--- config.mk ---
export PLATFORM = sky130hd
export DESIGN_NAME = fault_qual_latch
export DESIGN_NICKNAME = d
export VERILOG_FILES = /design/src/rtl/fql_pkg.sv /design/src/rtl/fql_sync.sv /design/src/rtl/fql_channel.sv /design/src/rtl/fql_regs.sv /design/src/rtl/fault_qual_latch.sv
export SDC_FILE = /design/constraint.sdc
export NUM_CORES = 1
export LEC_CHECK = 0
export BUFFER_PORTS_ARGS = -buffer_cell sky130_fd_sc_hd__buf_2
export CORE_ASPECT_RATIO = 0.5
export CORE_MARGIN = 1.5
export CORE_UTILIZATION = 55
export DETAILED_ROUTE_END_ITERATION = 8
export PLACE_DENSITY = 0.73
export RECOVER_POWER = 25
export SLEW_MARGIN = 20
export SYNTH_ARGS = -nofsm -noshare
export SYNTH_HDL_FRONTEND = slang
export SYNTH_HIERARCHICAL = 1
export SYNTH_SLANG_ARGS = --single-unit
--- constraint.sdc ---
create_clock -name clk -period 4.81 [get_ports clk]
set_input_delay 0.7215 -clock clk [delete_from_list [all_inputs] [get_ports clk]]
set_output_delay 0.7215 -clock clk [all_outputs]
set_load 0.05 [all_outputs]
--- src/rtl/fql_pkg.sv ---
package fql_pkg;
  localparam int QCODE_W = 2;
  localparam int QCNT_W  = 4;

  // code k requests 2**k consecutive high samples
  function automatic logic [QCNT_W-1:0] samples_needed(input logic [QCODE_W-1:0] code);
    return QCNT_W'(1) << code;
  endfunction
endpackage

--- src/rtl/fql_sync.sv ---
module fql_sync #(
  parameter int WIDTH  = 4,
  parameter int STAGES = 2
) (
  input  logic             clk,
  input  logic             rst_n,
  input  logic [WIDTH-1:0] d_async,
  output logic [WIDTH-1:0] q
);
  logic [WIDTH-1:0] pipe [STAGES];

  always_ff @(posedge clk or negedge rst_n) begin
    if (!rst_n) begin
      for (int s = 0; s < STAGES; s++) pipe[s] <= '0;
    end else begin
      pipe[0] <= d_async;
      for (int s = 1; s < STAGES; s++) pipe[s] <= pipe[s-1];
    end
  end

  assign q = pipe[STAGES-1];
endmodule

--- src/rtl/fql_channel.sv ---
module fql_channel
  import fql_pkg::*;
#(
  parameter int FIRST_DLY = 2,
  parameter int PERIOD    = 4
) (
  input  logic               clk,
  input  logic               rst_n,
  input  logic               en,
  input  logic               lvl,
  input  logic [QCODE_W-1:0] code,
  output logic               qualify
);
  localparam int TMAX  = (FIRST_DLY > PERIOD) ? FIRST_DLY : PERIOD;
  localparam int TMR_W = $clog2(TMAX + 1);

  logic [TMR_W-1:0]  tmr;
  logic [QCNT_W-1:0] cnt;
  logic              done;
  logic [TMR_W-1:0]  tgt;
  logic [QCNT_W-1:0] need;
  logic [QCNT_W-1:0] cnt_inc;
  logic              sample_hit;

  always_comb begin
    tgt        = (cnt == '0) ? TMR_W'(FIRST_DLY - 1) : TMR_W'(PERIOD - 1);
    need       = samples_needed(code);
    cnt_inc    = cnt + QCNT_W'(1);
    sample_hit = en && lvl && !done && (tmr == tgt);
    qualify    = sample_hit && (cnt_inc >= need);
  end

  always_ff @(posedge clk or negedge rst_n) begin
    if (!rst_n) begin
      tmr  <= '0;
      cnt  <= '0;
      done <= 1'b0;
    end else if (!en || !lvl) begin
      tmr  <= '0;
      cnt  <= '0;
      done <= 1'b0;
    end else if (!done) begin
      if (qualify) begin
        done <= 1'b1;
        tmr  <= '0;
        cnt  <= '0;
      end else if (sample_hit) begin
        tmr <= '0;
        cnt <= cnt_inc;
      end else begin
        tmr <= tmr + TMR_W'(1);
      end
    end
  end

  assert_qual_needs_high_R3: assert property (@(posedge clk) disable iff (!rst_n)
    qualify |-> (lvl && $past(lvl)));
  assert_idle_when_off_R10: assert property (@(posedge clk) disable iff (!rst_n)
    !en |=> (tmr == '0 && cnt == '0 && !qualify));
  assert_low_restarts_R5: assert property (@(posedge clk) disable iff (!rst_n)
    !lvl |=> (cnt == '0));
  assert_single_shot_R6: assert property (@(posedge clk) disable iff (!rst_n)
    qualify |=> !qualify);
endmodule

--- src/rtl/fql_regs.sv ---
module fql_regs
  import fql_pkg::*;
#(
  parameter int NUM_CH = 4
) (
  input  logic                      clk,
  input  logic                      rst_n,
  input  logic                      sel,
  input  logic                      wr_en,
  input  logic [QCODE_W*NUM_CH-1:0] wdata,
  input  logic                      wr_protect,
  input  logic [NUM_CH-1:0]         qual_set,
  output logic [QCODE_W*NUM_CH-1:0] rdata,
  output logic [NUM_CH-1:0]         flags,
  output logic [QCODE_W*NUM_CH-1:0] qcodes
);
  localparam int DW = QCODE_W * NUM_CH;

  logic [NUM_CH-1:0] clr_req;
  logic [DW-1:0]     status_word;
  logic              qual_wr;

  assign qual_wr = wr_en && sel && !wr_protect;

  always_ff @(posedge clk or negedge rst_n) begin
    if (!rst_n) qcodes <= '0;
    else if (qual_wr) qcodes <= wdata;
  end

  for (genvar c = 0; c < NUM_CH; c++) begin : g_flag
    assign clr_req[c] = wr_en && !sel && wdata[QCODE_W*c];
    assign status_word[QCODE_W*c]   = flags[c];
    assign status_word[QCODE_W*c+1] = 1'b0;

    always_ff @(posedge clk or negedge rst_n) begin
      if (!rst_n) flags[c] <= 1'b0;
      else if (qual_set[c]) flags[c] <= 1'b1;
      else if (clr_req[c]) flags[c] <= 1'b0;
    end

    assert_set_wins_R11: assert property (@(posedge clk) disable iff (!rst_n)
      qual_set[c] |=> flags[c]);
    assert_w1c_R7: assert property (@(posedge clk) disable iff (!rst_n)
      (clr_req[c] && !qual_set[c]) |=> !flags[c]);
    assert_flag_hold_R7: assert property (@(posedge clk) disable iff (!rst_n)
      (!clr_req[c] && !qual_set[c]) |=> $stable(flags[c]));
  end

  assign rdata = sel ? qcodes : status_word;

  assert_protect_R9: assert property (@(posedge clk) disable iff (!rst_n)
    wr_protect |=> $stable(qcodes));
endmodule

--- src/rtl/fault_qual_latch.sv ---
module fault_qual_latch
  import fql_pkg::*;
#(
  parameter int NUM_CH      = 4,
  parameter int SYNC_STAGES = 2,
  parameter int FIRST_DLY   = 2,
  parameter int PERIOD      = 4
) (
  input  logic                      clk,
  input  logic                      rst_n,
  input  logic [NUM_CH-1:0]         fault_pin,
  input  logic [NUM_CH-1:0]         chan_en,
  input  logic                      wr_protect,
  input  logic                      reg_sel,
  input  logic                      reg_wr_en,
  input  logic [QCODE_W*NUM_CH-1:0] reg_wdata,
  output logic [QCODE_W*NUM_CH-1:0] reg_rdata,
  output logic [NUM_CH-1:0]         irq
);
  logic [NUM_CH-1:0]         pin_lvl;
  logic [NUM_CH-1:0]         qual_set;
  logic [NUM_CH-1:0]         flags;
  logic [QCODE_W*NUM_CH-1:0] qcodes;

  fql_sync #(.WIDTH(NUM_CH), .STAGES(SYNC_STAGES)) u_sync (
    .clk(clk), .rst_n(rst_n), .d_async(fault_pin), .q(pin_lvl)
  );

  for (genvar c = 0; c < NUM_CH; c++) begin : g_ch
    fql_channel #(.FIRST_DLY(FIRST_DLY), .PERIOD(PERIOD)) u_ch (
      .clk(clk), .rst_n(rst_n), .en(chan_en[c]), .lvl(pin_lvl[c]),
      .code(qcodes[QCODE_W*c +: QCODE_W]), .qualify(qual_set[c])
    );
  end

  fql_regs #(.NUM_CH(NUM_CH)) u_regs (
    .clk(clk), .rst_n(rst_n), .sel(reg_sel), .wr_en(reg_wr_en),
    .wdata(reg_wdata), .wr_protect(wr_protect), .qual_set(qual_set),
    .rdata(reg_rdata), .flags(flags), .qcodes(qcodes)
  );

  assign irq = flags;

  assert_irq_follows_flag_R8: assert property (@(posedge clk) disable iff (!rst_n)
    $fell(irq[0]) |-> $past(reg_wr_en && !reg_sel && reg_wdata[0]));
endmodule

==> results.sh <==
export IMPL_powerDensity_nw_per_um2=304
export IMPL_yosysWarnings=6
export IMPL_clk_pin_slew_ns=0.09
export IMPL_first_iter_violations=101
export IMPL_timing_setup_tns_ns=0
export IMPL_hold_viol=0
export IMPL_diodes=0
export IMPL_cp_slowest_cell="clkbuf_1"
export IMPL_timing_critical_path_fanout_max=52
export IMPL_synthTopCellsByArea="dfrtp_1 42%, ha_1 11%, mux2_2 4.4%"
export IMPL_clk_path_buf_depth=2
export IMPL_r2r_cells=8
export IMPL_drtPass1Iterations=4
export IMPL_whs_path_depth=0
export IMPL_setup_violations_final=0
export IMPL_yosysMostFrequentCell="dfrtp_1"
export IMPL_yosysTopAreaCellShare_pct=42.3
export IMPL_clock_fmax_mhz=345
export IMPL_worstPathArrival_ns=2.74
export IMPL_period_minus_slack_ns=2.90
export IMPL_gpl_final_weighted_congestion=0.820
export IMPL_grt_pass1_vias=2330
export IMPL_cts_tree="done"
export IMPL_dieWidth_um=109
export IMPL_avgViaCountPerCell=5.66
export IMPL_maxCapViolCount=1
export IMPL_switchingPower_uw=335
export IMPL_hold_path_class="flop to flop"
export IMPL_post_cts_resized=0
export IMPL_synth_ff_type="dfrtp_1"
export IMPL_numPortBuffers=32
export IMPL_syn_nets=355
export IMPL_seqPwrFrac_pct=48.8
export IMPL_synth_cell_types=32
export IMPL_grt_max_degree=53
export IMPL_drc=0
export IMPL_cts_num_sinks=52
export IMPL_chipHeight_um=55.9
export IMPL_htree_levels=2
export IMPL_holdBufCountCts=0
export IMPL_rows=18
export IMPL_violations="capacitance limit, slew limit"
export IMPL_core_um2=5160
export IMPL_yosys_top_cells_count="52 x dfrtp_1, 32 x nand2_1, 28 x ha_1, 20 x nand3_1, 20 x nor2_1"
export IMPL_start_util_pct=59.6
export IMPL_nets=386
export IMPL_slew_headroom_pct=-80.5
export IMPL_cts_setup_buffers=0
export IMPL_overflow=0
export IMPL_worst_hold_path_endpoint="u_sync/q[1]"
export IMPL_hp_start="u_sync/pipe[5]"
export IMPL_die_area_um2=6070
export IMPL_finalMaxSlewViolations=53
export IMPL_path_buf_inv=2
export IMPL_syn_to_final_growth_pct=9.53
export IMPL_holdWs_ns=0.357
export IMPL_ys_seq_area_share_pct=42.3
export IMPL_wire_per_inst_um=14.6
export IMPL_end_kind="asynchronous set/reset pin"
export IMPL_path_cells="buf_2, clkbuf_1"
export IMPL_drtAntennaViolNets=0
export IMPL_cell_internal_pwr_uw=688
export IMPL_worstSetupStartpointType="input port"
export IMPL_switching_share_pct=32.7
export IMPL_p_clk_share_pct=26.0
export IMPL_finalClockSkew_ns=0.00453
export IMPL_pin_count=33
export IMPL_crit_family="buffers and inverters"
export IMPL_dr_total_vias=2304
export IMPL_groute_usage_overall_pct=21.5
export IMPL_dp_hpwl_mm=4.37
export IMPL_leakage_nw=1.64
export IMPL_async_flop_share_pct=100
export IMPL_clock_latency_ns=0.31
export IMPL_yosys_area_top_type="dfrtp_1"
export IMPL_drive_above_1_share_pct=19.0
export IMPL_regToRegStartpoint="g_ch[1].u_ch/cnt[0]"
export IMPL_numCtsBuffers=5
export IMPL_status="complete, but fails checks"
export IMPL_peakVddDrop_v=0.000236
export IMPL_path_class="input port to asynchronous set/reset pin"
export IMPL_rrSetupSlack_ns=2.33
export IMPL_clockRootBuffer="clkbuf_8"
export IMPL_min_period_over_period_pct=60.3
export IMPL_antenna_found_initial=0
export IMPL_ys_ff_latch=52
export IMPL_grt_pass1_wl_mm=10.4
export IMPL_synth_avg_cell_area_um2=10.0
export IMPL_rsz0062_at_grt="false"
export IMPL_share_comb_of_total_power_pct=25.2
export IMPL_critical_path_max_stage_delay_ns=1.91
export IMPL_synth_cells=306
export IMPL_synthesis_area_um2=3070
export IMPL_rr_endpoint="g_ch[1].u_ch/cnt[3]"
export IMPL_critPathRequiredTime_ns=4.65
export IMPL_tightest_slew_ns=2.71
export IMPL_synth_edf_count=0
export IMPL_wl_mm=5.92
## metal layers
layer	track usage, %	part of all wire [%]	up-vias
met2	38.2	49	49
met1	26.9	46	1104
met4	2.82	0.57	0
met3	5.62	4.1	4
li1	-	-	1147
met5	0	0	-
## placed cells by master (no fill, tap or decap), types with 7 or more instances in the layout
cell type	instances
a21oi_1	12
dfrtp_1	52
nand2b_1	16
buf_2	32
clkbuf_8	7
xnor2_1	8
mux2_2	12
nor2b_1	8
inv_1	12
and2_1	8
ha_1	28
nand3_1	20
nor2_1	20
nand2_1	32
## logic make-up (layout without fill, tap and decap cells)
kind of cell	count (synthesis)	in the layout	synth area share, %
AND/OR/NAND/NOR	137	137	25.1
flip-flops	52	52	42.3
AO/OA/AOI/OAI	44	44	10.1
adder cells (fa/ha/maj)	28	28	11.4
buffers and inverters	21	52	3.26
XOR/XNOR	12	12	3.42
multiplexers	12	12	4.40
## worst max-delay path by stage
| stage | startpoint | to | slack, ns | cells past startpoint |
|---|---|---|---|---|
| final | rst_n | g_ch[3].u_ch/cnt[2] | 1.91 | 2 |
| after global routing | rst_n | g_ch[2].u_ch/tmr[0] | 1.16 | 2 |
| after CTS | g_ch[1].u_ch/cnt[0] | g_ch[1].u_ch/cnt[3] | 2.35 | 8 |
| after detailed placement | g_ch[0].u_ch/cnt[0] | g_ch[0].u_ch/cnt[3] | 2.38 | 8 |
| after global placement | g_ch[0].u_ch/cnt[0] | g_ch[0].u_ch/cnt[3] | 2.50 | 8 |
| after floorplan | g_ch[0].u_ch/cnt[0] | g_ch[0].u_ch/cnt[3] | 2.60 | 8 |
## layout make-up
cell class | instances | area (um2)
clock buffers | 7 | 96.3
fillers | 415 | 1790
inverters | 12 | 45.0
multi-input cells | 233 | 1670
flip-flops and latches | 52 | 1300
well taps | 70 | 87.6
repair buffers | 33 | 164
## power by group through the flow
stage	sequential, mW	clock [mW]	combinational [mW]
finish	0.499	0.266	0.258
global route	0.505	0.294	0.284
CTS	0.499	0.275	0.259
detailed placement	0.508	0	0.257
global placement	0.505	0	0.251
floorplan	0.522	0	0.175
## sequential cells by signal, indices dropped and copies added (netlist names)
signal          cells
g_ch.u_ch/done      4
u_sync/q            4
g_ch.u_ch/cnt      16
u_sync/pipe         4
g_ch.u_ch/tmr      12
u_regs/flags        4
u_regs/qcodes       8
## stage by stage
step                      power (mW)  util [%]  instances  worst slack (ns)  instance area [um2]
after detailed placement       0.765      63.5        400              2.38                 3270
after global routing            1.08      65.3        407              1.16                 3370
after CTS                       1.03      65.3        407              2.35                 3370
after floorplan                0.697         -        306              2.60                 3070
final                           1.02      65.3        407              1.91                 3370
after global placement         0.756      63.5        400              2.50                 3270
No activity file was read; power rests on OpenSTA's default activity.
